===== config.mk =====
export PLATFORM = sky130hd
export DESIGN_NAME = qrs_detector
export DESIGN_NICKNAME = d
export VERILOG_FILES = /design/src/rtl/qrs_pkg.sv /design/src/rtl/qrs_wavelet_fir.sv /design/src/rtl/qrs_feature.sv /design/src/rtl/qrs_threshold.sv /design/src/rtl/qrs_decide.sv /design/src/rtl/qrs_detector.sv
export SDC_FILE = /design/constraint.sdc
export NUM_CORES = 1
export LEC_CHECK = 0
export BUFFER_PORTS_ARGS = -buffer_cell sky130_fd_sc_hd__buf_2
export CAP_MARGIN = 20
export CELL_PAD_IN_SITES_DETAIL_PLACEMENT = 0
export CELL_PAD_IN_SITES_GLOBAL_PLACEMENT = 1
export CORE_ASPECT_RATIO = 1.5
export CORE_MARGIN = 2
export CORE_UTILIZATION = 45
export DETAILED_ROUTE_END_ITERATION = 10
export GPL_TIMING_DRIVEN = 0
export PLACE_DENSITY = 0.84
export SYNTH_ARGS = -nofsm -noshare
export SYNTH_HDL_FRONTEND = slang
export SYNTH_SLANG_ARGS = --single-unit

===== constraint.sdc =====
create_clock -name clk -period 19.5 [get_ports clk]
set_input_delay 3.9 -clock clk [delete_from_list [all_inputs] [get_ports clk]]
set_output_delay 3.9 -clock clk [all_outputs]
set_load 0.01 [all_outputs]

===== src/rtl/qrs_pkg.sv =====
package qrs_pkg;
  // scale-1 low-pass has LP_LEN taps; scale-2 copy is spread by 2
  localparam int LP_LEN = 4;
  localparam int SMOOTH_LEN = LP_LEN + 2 * (LP_LEN - 1);
  // scale-3 high-pass: two taps HP_GAP apart
  localparam int HP_GAP = 5;
  localparam int NTAPS = SMOOTH_LEN + HP_GAP;
  localparam int NPAIRS = NTAPS / 2;

  function automatic int lp_tap(int i);
    return (i == 0 || i == LP_LEN - 1) ? 1 : 3;
  endfunction

  // cascade of the scale-1 and dilated scale-2 low-pass filters
  function automatic int smooth_tap(int m);
    int s;
    s = 0;
    for (int i = 0; i < LP_LEN; i++)
      for (int j = 0; j < LP_LEN; j++)
        if (i + 2 * j == m) s += lp_tap(i) * lp_tap(j);
    return s;
  endfunction

  // equivalent scale-3 detail tap, antisymmetric about the centre
  function automatic int wav_coef(int k);
    return 2 * (smooth_tap(k) - smooth_tap(k - HP_GAP));
  endfunction

  typedef enum logic {PAIR_IDLE, PAIR_POS} pair_state_t;
  typedef enum logic {BEAT_ARMED, BEAT_HOLD} beat_state_t;
endpackage


===== src/rtl/qrs_wavelet_fir.sv =====
module qrs_wavelet_fir import qrs_pkg::*; #(
  parameter int SAMPLE_W = 10,
  parameter int ACC_W = 20
) (
  input  logic                    clk,
  input  logic                    rst,
  input  logic                    in_valid,
  input  logic [SAMPLE_W-1:0]     in_data,
  output logic                    out_valid,
  output logic signed [ACC_W-1:0] out_data
);
  localparam int FILL_W = $clog2(NTAPS + 1);

  logic [SAMPLE_W-1:0] taps [NTAPS];
  logic [FILL_W-1:0] fill_cnt;
  logic stage_v;
  logic signed [ACC_W-1:0] prods [NPAIRS];
  logic signed [ACC_W-1:0] acc;

  always_ff @(posedge clk) begin
    if (rst) begin
      for (int k = 0; k < NTAPS; k++) taps[k] <= '0;
      fill_cnt <= '0;
      stage_v <= 1'b0;
      out_valid <= 1'b0;
      out_data <= '0;
    end else begin
      stage_v <= in_valid && (fill_cnt >= FILL_W'(NTAPS - 1));
      if (in_valid) begin
        taps[0] <= in_data;
        for (int k = 1; k < NTAPS; k++) taps[k] <= taps[k-1];
        if (fill_cnt != FILL_W'(NTAPS)) fill_cnt <= fill_cnt + 1'b1;
      end
      out_valid <= stage_v;
      if (stage_v) out_data <= acc;
    end
  end

  // mirrored taps share one pre-subtractor (antisymmetric coefficients)
  for (genvar p = 0; p < NPAIRS; p++) begin : g_pair
    localparam logic signed [7:0] CF = 8'(wav_coef(p));
    logic signed [SAMPLE_W:0] diff;
    assign diff = $signed({1'b0, taps[p]}) - $signed({1'b0, taps[NTAPS-1-p]});
    assign prods[p] = ACC_W'(diff) * ACC_W'(CF);
  end

  always_comb begin
    acc = '0;
    for (int p = 0; p < NPAIRS; p++) acc = acc + prods[p];
  end
endmodule


===== src/rtl/qrs_feature.sv =====
module qrs_feature #(
  parameter int ACC_W = 20
) (
  input  logic                    clk,
  input  logic                    rst,
  input  logic                    y_valid,
  input  logic signed [ACC_W-1:0] y,
  output logic                    pos_max,
  output logic                    neg_min,
  output logic                    zero_x,
  output logic [ACC_W-1:0]        mag
);
  logic signed [ACC_W-1:0] y1, y2;
  logic [1:0] seen;
  logic ready;

  always_ff @(posedge clk) begin
    if (rst) begin
      y1 <= '0;
      y2 <= '0;
      seen <= '0;
    end else if (y_valid) begin
      y1 <= y;
      y2 <= y1;
      if (seen != 2'd2) seen <= seen + 1'b1;
    end
  end

  assign ready = y_valid && (seen == 2'd2);
  // extrema are tested on the middle sample y1
  assign pos_max = ready && (y1 > y2) && (y <= y1) && (y1 > 0);
  assign neg_min = ready && (y1 < y2) && (y >= y1) && (y1 < 0);
  assign zero_x  = ready && (y1 > 0) && (y <= 0);
  assign mag = y1[ACC_W-1] ? ACC_W'(-y1) : ACC_W'(y1);
endmodule


===== src/rtl/qrs_threshold.sv =====
module qrs_threshold #(
  parameter int ACC_W = 20,
  parameter int INIT_PEAK = 8000,
  parameter int HIST = 4
) (
  input  logic             clk,
  input  logic             rst,
  input  logic             update,
  input  logic [ACC_W-1:0] new_amp,
  output logic [ACC_W-1:0] thr
);
  localparam int SUM_W = ACC_W + $clog2(HIST) + 2;
  localparam int INIT_THR = (INIT_PEAK * HIST * 3) >> 5;

  logic [ACC_W-1:0] hist [HIST-1];
  logic [SUM_W-1:0] sum, scaled;

  always_comb begin
    sum = SUM_W'(new_amp);
    for (int k = 0; k < HIST - 1; k++) sum = sum + SUM_W'(hist[k]);
    scaled = (sum + (sum << 1)) >> 5;
  end

  always_ff @(posedge clk) begin
    if (rst) begin
      for (int k = 0; k < HIST - 1; k++) hist[k] <= ACC_W'(INIT_PEAK);
      thr <= ACC_W'(INIT_THR);
    end else if (update) begin
      hist[0] <= new_amp;
      for (int k = 1; k < HIST - 1; k++) hist[k] <= hist[k-1];
      thr <= ACC_W'(scaled);
    end
  end
endmodule


===== src/rtl/qrs_decide.sv =====
module qrs_decide import qrs_pkg::*; #(
  parameter int ACC_W = 20,
  parameter int RR_W = 12,
  parameter int WIN = 36,
  parameter int REFRACT = 60
) (
  input  logic             clk,
  input  logic             rst,
  input  logic             y_valid,
  input  logic             pos_max,
  input  logic             neg_min,
  input  logic             zero_x,
  input  logic [ACC_W-1:0] mag,
  input  logic [ACC_W-1:0] thr,
  output logic             amp_update,
  output logic [ACC_W-1:0] amp_value,
  output logic             beat,
  output logic             rr_valid,
  output logic [RR_W-1:0]  rr_value
);
  localparam int WIN_W = $clog2(WIN + 1);
  localparam int REF_W = $clog2(REFRACT + 1);
  localparam logic [RR_W-1:0] RR_MAX = '1;

  pair_state_t pstate;
  beat_state_t bstate;
  logic [WIN_W-1:0] win_cnt, zc_age;
  logic [REF_W-1:0] ref_cnt;
  logic [RR_W-1:0] rr_cnt;
  logic [ACC_W-1:0] pos_amp;
  logic zc_seen, have_prev, above, hold, pair_ok;

  assign above = mag > thr;
  assign hold = (bstate == BEAT_HOLD);
  assign pair_ok = y_valid && (pstate == PAIR_POS) && neg_min && above && zc_seen;
  assign amp_update = pair_ok && !hold;
  assign amp_value = pos_amp;

  // pairing FSM: positive maximum, zero crossing, negative minimum
  always_ff @(posedge clk) begin
    if (rst) begin
      pstate <= PAIR_IDLE;
      win_cnt <= '0;
      zc_age <= '0;
      pos_amp <= '0;
      zc_seen <= 1'b0;
    end else if (y_valid) begin
      if (zero_x) zc_age <= '0;
      else if (zc_age != WIN_W'(WIN)) zc_age <= zc_age + 1'b1;
      case (pstate)
        PAIR_IDLE: begin
          if (pos_max && above && !hold) begin
            pstate <= PAIR_POS;
            win_cnt <= '0;
            pos_amp <= mag;
            zc_seen <= 1'b0;
          end
        end
        default: begin
          if (zero_x) zc_seen <= 1'b1;
          if (pair_ok) begin
            pstate <= PAIR_IDLE;
          end else if (pos_max && above && !zc_seen && (mag > pos_amp)) begin
            win_cnt <= '0;
            pos_amp <= mag;
          end else if (win_cnt == WIN_W'(WIN - 1)) begin
            pstate <= PAIR_IDLE;
          end else begin
            win_cnt <= win_cnt + 1'b1;
          end
        end
      endcase
    end
  end

  // beat FSM: confirm, time stamp at the zero crossing, refractory hold
  always_ff @(posedge clk) begin
    if (rst) begin
      bstate <= BEAT_ARMED;
      ref_cnt <= '0;
      rr_cnt <= '0;
      have_prev <= 1'b0;
      beat <= 1'b0;
      rr_valid <= 1'b0;
      rr_value <= '0;
    end else begin
      beat <= 1'b0;
      rr_valid <= 1'b0;
      if (y_valid) begin
        if (rr_cnt != RR_MAX) rr_cnt <= rr_cnt + 1'b1;
        case (bstate)
          BEAT_ARMED: begin
            if (pair_ok) begin
              beat <= 1'b1;
              rr_valid <= have_prev;
              if (have_prev)
                rr_value <= (rr_cnt == RR_MAX) ? RR_MAX
                            : rr_cnt - RR_W'(zc_age) - 1'b1;
              have_prev <= 1'b1;
              rr_cnt <= RR_W'(zc_age) + RR_W'(2);
              ref_cnt <= '0;
              bstate <= BEAT_HOLD;
            end
          end
          default: begin
            if (ref_cnt == REF_W'(REFRACT - 1)) bstate <= BEAT_ARMED;
            else ref_cnt <= ref_cnt + 1'b1;
          end
        endcase
      end
    end
  end
endmodule


===== src/rtl/qrs_detector.sv =====
module qrs_detector #(
  parameter int SAMPLE_W = 10,
  parameter int ACC_W = 20,
  parameter int RR_W = 12,
  parameter int WIN = 36,
  parameter int REFRACT = 60,
  parameter int INIT_PEAK = 8000,
  parameter int DATA_W = 1 + ((RR_W > SAMPLE_W) ? RR_W : SAMPLE_W)
) (
  input  logic                clk,
  input  logic                rst,
  input  logic                sample_valid,
  input  logic [SAMPLE_W-1:0] sample_data,
  input  logic [1:0]          mode,
  output logic                beat,
  output logic                rr_valid,
  output logic [RR_W-1:0]     rr_value,
  output logic                out_valid,
  output logic [DATA_W-1:0]   out_data
);
  logic y_valid;
  logic signed [ACC_W-1:0] y;
  logic pos_max, neg_min, zero_x, amp_update;
  logic [ACC_W-1:0] mag, thr, amp_value;
  logic raw_req, rec_req, pend;

  qrs_wavelet_fir #(.SAMPLE_W(SAMPLE_W), .ACC_W(ACC_W)) u_fir (
    .clk(clk), .rst(rst), .in_valid(sample_valid), .in_data(sample_data),
    .out_valid(y_valid), .out_data(y));

  qrs_feature #(.ACC_W(ACC_W)) u_feat (
    .clk(clk), .rst(rst), .y_valid(y_valid), .y(y),
    .pos_max(pos_max), .neg_min(neg_min), .zero_x(zero_x), .mag(mag));

  qrs_threshold #(.ACC_W(ACC_W), .INIT_PEAK(INIT_PEAK), .HIST(4)) u_thr (
    .clk(clk), .rst(rst), .update(amp_update), .new_amp(amp_value), .thr(thr));

  qrs_decide #(.ACC_W(ACC_W), .RR_W(RR_W), .WIN(WIN), .REFRACT(REFRACT)) u_dec (
    .clk(clk), .rst(rst), .y_valid(y_valid), .pos_max(pos_max),
    .neg_min(neg_min), .zero_x(zero_x), .mag(mag), .thr(thr),
    .amp_update(amp_update), .amp_value(amp_value),
    .beat(beat), .rr_valid(rr_valid), .rr_value(rr_value));

  // output stream: raw words win a tie, a record waits one slot
  assign raw_req = sample_valid && mode[1];
  assign rec_req = rr_valid && mode[0];

  always_ff @(posedge clk) begin
    if (rst) begin
      out_valid <= 1'b0;
      out_data <= '0;
      pend <= 1'b0;
    end else begin
      out_valid <= 1'b0;
      if (raw_req) begin
        out_valid <= 1'b1;
        out_data <= {1'b0, (DATA_W-1)'(sample_data)};
        if (rec_req) pend <= 1'b1;
      end else if (rec_req || pend) begin
        out_valid <= 1'b1;
        out_data <= {1'b1, (DATA_W-1)'(rr_value)};
        pend <= 1'b0;
      end
    end
  end
endmodule


==> results.json, run 1 <==
{
  "synth.net_count": 3695,
  "setup_viol": 0,
  "maxCapViolCount": 0,
  "htreeDepth": 2,
  "chipHeight_um": 316.4,
  "clk_pin_slew_ps": 60,
  "cts_hold_buf": 0,
  "route.met3.wl_um": 1930,
  "wirelength_um": 76390,
  "crit-reg2reg-launch": "u_fir.taps[0][11]$_SDFFCE_PN0P_",
  "vias": 22180,
  "critPathCaptureType": "register",
  "layout-drive-gt1-share_pct": 4.349,
  "cts_tree": "done",
  "clock.fmax_mhz": 113.4,
  "wl_met1_um": 28360,
  "syn_avg_cell_area_sq_um": 9.178,
  "cp_common_cell": "ha_1",
  "status": "complete, no violations",
  "initial_utilization_pct": 45.42,
  "syn_area_sq_um": 29290,
  "wire_per_inst_um": 18.27,
  "slew_headroom_pct": 33.50,
  "regArea_sq_um": 9539,
  "antenna_found_initial": 0,
  "final_hold_viol_count": 0,
  "nFillCells": 6187,
  "drc_errors": 0,
  "fin_nets": 3784,
  "io_pins": 43,
  "multi_input_area_sq_um": 17650,
  "hp-start": "u_thr.thr[0]$_SDFFE_PP0P_",
  "gp_congestion": 0.9121,
  "yosys_warnings": 0,
  "worst_ep_arrival_time_ps": 9260,
  "fin_crit_ps": 8820,
  "via_per_inst": 5.303,
  "die_w_um": 212.3,
  "overflow": 0,
  "ys_ff_latch": 373,
  "drt_iter0_drc": 1139,
  "core_sq_um": 64470,
  "clock_sinks": 373,
  "startpoint": "u_fir.taps[0][11]$_SDFFCE_PN0P_",
  "grt_pass1_wl_um": 118900,
  "tightest_slew_ps": 997.6,
  "die_area_sq_um": 67180,
  "areaGrowthSynthToFinish_pct": 9.502,
  "async_flop_share_pct": 0,
  "cts_setup_buffers": 0,
  "skew_ps": 27.78,
  "clock_tree.root_cell": "clkbuf_16",
  "slew_viol_final": 0,
  "path_class": "register to register",
  "clock_path_buffers": 3,
  "synthFlopType": "edfxtp_1",
  "hold_ws_ps": 449.0,
  "yosysMostFrequentCell": "inv_1",
  "postRouteAntennaNets": 0,
  "rows": 114,
  "rsz0062_at_grt": "no",
  "synth.area.top_cells": "edfxtp_1, ha_1, dfxtp_1",
  "required_ps": 19940,
  "firstDrtPassIters": 5,
  "start_kind": "register",
  "hold_path_class": "register to register",
  "slowest_stage": "a31oi_1",
  "clk_latency_ps": 590,
  "io_buffers": 42,
  "seq_area_frac_synth_pct": 32.57,
  "yosys.area.top_type": "edfxtp_1",
  "synth_common_cells": "inv_1, ha_1, nor2_1",
  "grt_pass1_vias": 22450,
  "track_usage_pct": 22.94,
  "routed.top_layer": "met4",
  "ys_types": 80,
  "synth_cells": 3191,
  "dp_hpwl_um": 62420,
  "synth_top_area_share_pct": 21.23,
  "setup_tns_ps": 0,
  "finalCritPeriodShare_pct": 45.23,
  "numCtsBuffers": 43,
  "cts_resized": 0,
  "grt_start_max_net_pins": 66,
  "crit_fanout": 4,
  "synth-edff-count": 207,
  "critPathMaxStageDelay_ps": 720,
  "route.met2.wl_um": 41580
}
per-layer routing:
metal,global-route usage [%],up-vias
met4,12.06,0
met5,0,-
li1,-,11120
met3,2.694,171
met1,23.51,10580
met2,44.96,312
worst max-delay path: cells and delay by family (launching register included):
kind	cells	cell delay, ps
AOI/OAI and AO/OA	16	4190
adders and majority gates	8	3190
buffers and inverters	3	230
DFF	1	420
muxes	1	80
and+or+nand+nor	5	570
placed cells by master, fill, tap and decap left out, drive strengths merged, types with 6 or more instances in the layout:
cell     count
a2111oi      6
a211oi      43
a21boi      28
a21o        46
a21oi      166
a31o         7
a31oi       17
and2       104
and3        37
buf         64
clkbuf     125
clkinv       6
dfxtp      166
edfxtp     207
fa         114
ha         375
inv        480
mux2i       72
nand2      160
nand2b      28
nand3       60
nand3b       8
nand4       29
nor2       301
nor2b       37
nor3       116
nor3b        6
nor4         9
o2111ai     10
o211ai      13
o21a        22
o21ai      126
o21bai      14
o41ai        7
or2          6
or3         21
xnor2      133
xor2        66
through the flow:
stage | instance area [sq um] | std cells | utilization, % | setup WS (ps)
2_1_floorplan | 29290 | 3191 | - | 12010
3_3_place_gp | 30580 | 4103 | 47.44 | 10750
3_5_place_dp | 30650 | 4105 | 47.54 | 10690
4_1_cts | 32070 | 4181 | 49.74 | 10620
5_1_grt | 32070 | 4181 | 49.74 | 9832
6_report | 32070 | 4182 | 49.74 | 10680
sequential cells by signal, indices dropped and copies added, names as in the netlist, 12 cells and up:
signal	count
out_data	13
u_fir.taps	150
u_thr.thr	19
u_dec.rr_value	12
u_feat.y2	19
u_dec.rr_cnt	12
u_thr.hist	57
u_fir.out_data	19
u_dec.amp_value	19
u_feat.y1	19
worst paths after layout:
path                                      to  slack [ps]  depth (start not counted)
min                u_thr.thr[0]$_SDFFE_PP0P_         450                          2
min reg2reg        u_thr.thr[0]$_SDFFE_PP0P_         450                          2
max reg2reg  u_fir.out_data[19]$_SDFFE_PP0P_       10680                         33
max          u_fir.out_data[19]$_SDFFE_PP0P_       10680                         33
final cells by class:
cell class | count | share of cell area [%]
Sequential cell | 373 | 29.75
Clock inverter | 13 | 0.4370
Inverter | 475 | 5.560
Antenna cell | 1 | 0.007803
Timing Repair Buffer | 44 | 0.8272
Buffer | 82 | 1.014
Multi-Input combinational cell | 2261 | 55.03
Tap cell | 870 | 3.394
Clock buffer | 63 | 3.980
cell families after synthesis:
family / count (synthesis) / share of synthesized area, %
AO/OA/AOI/OAI: 557 / 12.14
XOR/XNOR: 199 / 5.951
adder cells (fa/ha/maj): 489 / 23.81
buffers and inverters: 557 / 7.199
flip-flops: 373 / 32.57
multiplexers: 74 / 2.538
AND/OR/NAND/NOR: 942 / 15.79
Power of run 1 is left out: the tool's default activity adds up to more than one toggle a clock period on the data nets, which glitch-free logic cannot reach.
==> run 2, diff against run 1 <==
ABC_AREA = 1   (was unset)
PLACE_DENSITY = 0.88   (was 0.84)
clock period = 7.1 ns   (was 19.5 ns; I/O delays follow)
==> results.json, run 2 <==
{
  "status": "complete, no violations",
  "r2r-end": "u_fir.out_data[19]$_SDFFE_PP0P_",
  "syn_avg_cell_area_sq_um": 8.280,
  "syn_area_sq_um": 29270,
  "critPathMaxStageDelay_ps": 540,
  "synth_cells": 3535,
  "overflow": 0,
  "final_hold_viol_count": 0,
  "yosysMostFrequentCell": "inv_1",
  "required_ps": 7630,
  "grt_pass1_vias": 23510,
  "core_sq_um": 64470,
  "htreeDepth": 2,
  "wire_per_inst_um": 16.26,
  "crit_fanout": 4,
  "layout-drive-gt1-share_pct": 10.94,
  "io_buffers": 42,
  "ys_types": 56,
  "dp_hpwl_um": 58800,
  "die_area_sq_um": 67140,
  "clk_pin_slew_ps": 60,
  "via_per_inst": 5.079,
  "top_register": "u_fir.taps",
  "seq_area_frac_synth_pct": 32.59,
  "crit-reg2reg-launch": "u_fir.taps[0][60]$_SDFFCE_PN0P_",
  "synth_top_area_share_pct": 21.24,
  "mostFrequentLayoutCell": "inv_1",
  "setup_ws_ps": 41.37,
  "rr_worst_depth": 36,
  "setup_tns_ps": 0,
  "fin_crit_ps": 7059,
  "track_usage_pct": 22.10,
  "hp-start": "u_thr.thr[3]$_SDFFE_PP1P_",
  "initial_utilization_pct": 45.40,
  "synth.area.top_cells": "edfxtp_1, ha_1, dfxtp_1",
  "rrSetupSlack_ps": 40,
  "hold_end": "u_thr.thr[3]$_SDFFE_PP1P_",
  "start_kind": "register",
  "cp_common_cell": "inv_1",
  "top_regs": "u_fir.taps x150, u_thr.hist x57",
  "final_cell_mix": "inv_1, nand2_1, nor2_1",
  "regArea_sq_um": 9539,
  "slew_viol_final": 0,
  "vias": 23310,
  "hold_path_depth": 2,
  "post-route-util_pct": 52.17,
  "critPathCaptureType": "register",
  "nFillCells": 6062,
  "synthFlopType": "edfxtp_1",
  "die_w_um": 212.2,
  "pre_cts_ws_ps": -951.0,
  "synth.net_count": 4039,
  "setup_viol": 0,
  "synth-edff-count": 207,
  "slowest_stage": "fa_1",
  "yosys_warnings": 0,
  "tightest_slew_ps": 922.1,
  "worst_ep_arrival_time_ps": 7580,
  "io_pins": 43,
  "postRouteAntennaNets": 0,
  "grt_start_max_net_pins": 67,
  "cts_tree": "done",
  "drt_iter0_drc": 976,
  "clock_tree.root_cell": "clkbuf_16",
  "worst-path-buf-inv": 7,
  "wirelength_um": 74660,
  "multi_input_area_sq_um": 17690,
  "maxCapViolCount": 0,
  "path_class": "register to register",
  "antenna_found_initial": 0,
  "cp_top_family": "adder cells",
  "rows": 114,
  "skew_ps": 69.40,
  "async_flop_share_pct": 0,
  "finalCritPeriodShare_pct": 99.42,
  "synth_common_cells": "inv_1, nand2_1, ha_1",
  "largest_register_ffs": 150,
  "chipHeight_um": 316.3,
  "slew_headroom_pct": 38.53,
  "grt_pass1_wl_um": 116800,
  "clock.fmax_mhz": 141.7,
  "ys_ff_latch": 373,
  "numCtsBuffers": 40,
  "clk_latency_ps": 600,
  "fin_nets": 4192,
  "drc_errors": 0,
  "diodes": 0,
  "clock_sinks": 373,
  "firstDrtPassIters": 5,
  "clock_path_buffers": 3,
  "gp_congestion": 0.8886,
  "cts_hold_buf": 0,
  "hold_path_class": "register to register",
  "areaGrowthSynthToFinish_pct": 14.91,
  "rsz0062_at_grt": "yes",
  "yosys.area.top_type": "edfxtp_1"
}
==> run 2: how the worst max path moves through the flow <==
stage / start / endpoint / slack [ps] / cells past startpoint
after floorplan: u_fir.taps[0][130]$_SDFFCE_PP0P_ / u_fir.out_data[19]$_SDFFE_PP0P_ / 50 / 37
after global placement: u_fir.taps[0][12]$_SDFFCE_PN0P_ / u_fir.out_data[19]$_SDFFE_PP0P_ / -860 / 34
after CTS: u_fir.taps[0][60]$_SDFFCE_PN0P_ / u_fir.out_data[14]$_SDFFE_PP0P_ / 0.1 / 26
final: u_fir.taps[0][60]$_SDFFCE_PN0P_ / u_fir.out_data[19]$_SDFFE_PP0P_ / 40 / 36
after global routing: u_fir.taps[0][68]$_SDFFCE_PN0P_ / u_fir.out_data[18]$_SDFFE_PP0P_ / -270 / 35
after detailed placement: u_fir.taps[0][10]$_SDFFCE_PN0P_ / u_fir.out_data[18]$_SDFFE_PP0P_ / -950 / 38
==> run 2: logic make-up after synthesis <==
kind of cell | Yosys count | share of synthesized area [%]
flip-flops | 373 | 32.59
XOR/XNOR | 234 | 7.002
adder cells (fa/ha/maj) | 489 | 23.83
buffers and inverters | 835 | 10.89
AND/OR/NAND/NOR | 1003 | 14.27
AO/OA/AOI/OAI | 601 | 11.41
==> run 2: metal layers <==
layer  GRT usage (%)  share of wire [%]
met4           12.95                6.7
met5               0                  0
met3           2.288                2.8
met2           43.59                 54
met1           22.10                 36
==> run 2: per-stage QoR <==
step           cells  instance area [sq um]  hold WS (ps)
2_1_floorplan   3535                  29270         429.7
3_3_place_gp    4447                  30570         448.2
3_5_place_dp    4449                  30630         461.0
4_1_cts         4555                  32720         474.8
5_1_grt         4590                  33630         495.8
6_report        4590                  33630         472.0
==> run 2: layout make-up <==
type	count	area share, %
Buffer	56	0.7887
Clock buffer	54	3.285
Timing Repair Buffer	111	2.307
Sequential cell	373	28.36
Multi-Input combinational cell	2327	52.59
Tap cell	870	3.237
Clock inverter	20	0.6957
Inverter	779	8.735
==> run 2: worst min-delay path: cells and delay by family, from the launching register on <==
| family | cells | cell delay, ps |
|---|---|---|
| flops | 1 | 300 |
| buf+inv | 1 | 60 |
| compound gates | 1 | 60 |
==> run 2: timing repair <==
item	CTS	global route
buffers inserted	32	35
pin swaps	52	89
gates cloned	0	0
endpoints found under the hold margin	0	0
gates resized for setup	97	146
endpoints found under the setup margin	10	10
Power of run 2 is left out for the same reason.
==> run 3, diff against run 2 <==
CELL_PAD_IN_SITES_DETAIL_PLACEMENT = unset   (was 0)
CELL_PAD_IN_SITES_GLOBAL_PLACEMENT = unset   (was 1)
PLACE_DENSITY = 0.72   (was 0.88)
==> results.json, run 3 (same netlist as run 2, synthesis figures left out) <==
{
  "regArea_sq_um": 9539,
  "clk_pin_slew_ps": 60,
  "drt_iter0_drc": 1096,
  "hold_ws_ps": 471.5,
  "critPathCaptureType": "register",
  "wire_per_inst_um": 16.08,
  "top_register": "u_fir.taps",
  "chipHeight_um": 316.3,
  "path_class": "register to register",
  "final_cell_mix": "inv_1, nand2_1, nor2_1",
  "core_sq_um": 64470,
  "slew_headroom_pct": 41.85,
  "die_area_sq_um": 67140,
  "skew_ps": 31.71,
  "clock.fmax_mhz": 137.1,
  "grt_start_max_net_pins": 68,
  "io_buffers": 42,
  "vias": 23330,
  "setup_viol": 5,
  "die_w_um": 212.2,
  "gp_congestion": 0.9080,
  "finalCritPeriodShare_pct": 102.7,
  "layout-drive-gt1-share_pct": 11.55,
  "initial_utilization_pct": 45.40,
  "slowest_stage": "fa_2",
  "post-route-util_pct": 52.70,
  "final_hold_viol_count": 0,
  "overflow": 0,
  "track_usage_pct": 21.34,
  "clock_tree.root_cell": "clkbuf_16",
  "cp_common_cell": "ha_4",
  "crit-reg2reg-launch": "u_fir.taps[0][12]$_SDFFCE_PN0P_",
  "clock_path_buffers": 3,
  "firstDrtPassIters": 5,
  "postRouteAntennaNets": 0,
  "hold_path_depth": 2,
  "rsz0062_at_grt": "yes",
  "io_pins": 43,
  "slew_viol_final": 0,
  "start_kind": "register",
  "mostFrequentLayoutCell": "inv_1",
  "areaGrowthSynthToFinish_pct": 16.09,
  "hold_end": "u_thr.thr[0]$_SDFFE_PP0P_",
  "cts_tree": "done",
  "clock_sinks": 373,
  "maxCapViolCount": 0,
  "required_ps": 7570,
  "top_regs": "u_fir.taps x150, u_thr.hist x57",
  "dp_hpwl_um": 56210,
  "fin_crit_ps": 7292,
  "hp-start": "u_thr.thr[0]$_SDFFE_PP0P_",
  "clk_latency_ps": 590,
  "crit_fanout": 5,
  "setup_tns_ps": -498.7,
  "status": "finished with violations",
  "tightest_slew_ps": 872.3,
  "diodes": 0,
  "antenna_found_initial": 0,
  "worst_ep_arrival_time_ps": 7760,
  "via_per_inst": 5.079,
  "htreeDepth": 2,
  "largest_register_ffs": 150,
  "setup_ws_ps": -192.3,
  "fin_nets": 4198,
  "rr_worst_depth": 38,
  "numCtsBuffers": 39,
  "grt_pass1_vias": 23150,
  "drc_errors": 0,
  "r2r-end": "u_fir.out_data[19]$_SDFFE_PP0P_",
  "wirelength_um": 73860,
  "rrSetupSlack_ps": -190,
  "hold_path_class": "register to register",
  "failed_checks": "negative setup slack",
  "multi_input_area_sq_um": 17910,
  "grt_pass1_wl_um": 113400,
  "critPathMaxStageDelay_ps": 580,
  "rows": 114,
  "nFillCells": 5798
}
==> run 3: worst max-delay path by stage <==
| stage | endpoint | slack [ps] | from | cells past startpoint |
|---|---|---|---|---|
| finish | u_fir.out_data[19]$_SDFFE_PP0P_ | -190 | u_fir.taps[0][12]$_SDFFCE_PN0P_ | 38 |
| global route | u_fir.out_data[18]$_SDFFE_PP0P_ | -450 | u_fir.taps[0][15]$_SDFFCE_PN0P_ | 37 |
| CTS | u_fir.out_data[19]$_SDFFE_PP0P_ | 4 | u_fir.taps[0][130]$_SDFFCE_PP0P_ | 34 |
| detailed placement | u_fir.out_data[18]$_SDFFE_PP0P_ | -1010 | u_fir.taps[0][130]$_SDFFCE_PP0P_ | 37 |
| global placement | u_fir.out_data[19]$_SDFFE_PP0P_ | -870 | u_fir.taps[0][130]$_SDFFCE_PP0P_ | 36 |
| floorplan | u_fir.out_data[19]$_SDFFE_PP0P_ | 50 | u_fir.taps[0][130]$_SDFFCE_PP0P_ | 37 |
==> run 3: routing by layer <==
layer	up-vias	share of wire [%]	GRT usage (%)	wire length, um
met4	0	6.7	11.81	4929
met2	456	54	42.18	39890
li1	11730	-	-	-
met1	10900	37	21.47	27040
met5	-	0	0	0
met3	249	2.7	2.327	2008
==> run 3: layout make-up <==
type	count	share of cell area, %
multi-input combinational	2327	52.70
sequential	373	28.07
inverter	779	8.624
clock buffer	49	3.377
tap	870	3.204
timing repair buffer	118	2.471
buffer	56	0.7807
clock inverter	22	0.7659
==> run 3: timing repair <==
item / in CTS / in global routing
setup buffers: 32 / 43
pin swaps: 66 / 131
resized for setup: 114 / 162
endpoints found under the setup margin: 10 / 9
hold buffers: 0 / 0
==> run 3: critical path, delay by kind of cell (launching register included) <==
family | cells | cell delay [ps]
flops | 1 | 450
xor+xnor | 3 | 470
simple gates | 6 | 500
buf+inv | 8 | 760
compound gates | 13 | 2130
fa+ha+maj | 8 | 2860
==> run 3: metrics by stage <==
| step | instances | instance area, sq um | setup WS (ps) |
|---|---|---|---|
| floorplan | 3535 | 29270 | 48.06 |
| global placement | 4447 | 30570 | -872.7 |
| detailed placement | 4449 | 30630 | -1010 |
| CTS | 4552 | 32880 | 4.293 |
| global route | 4594 | 33980 | -454.5 |
| finish | 4594 | 33980 | -192.3 |
Power of run 3 is left out for the same reason.
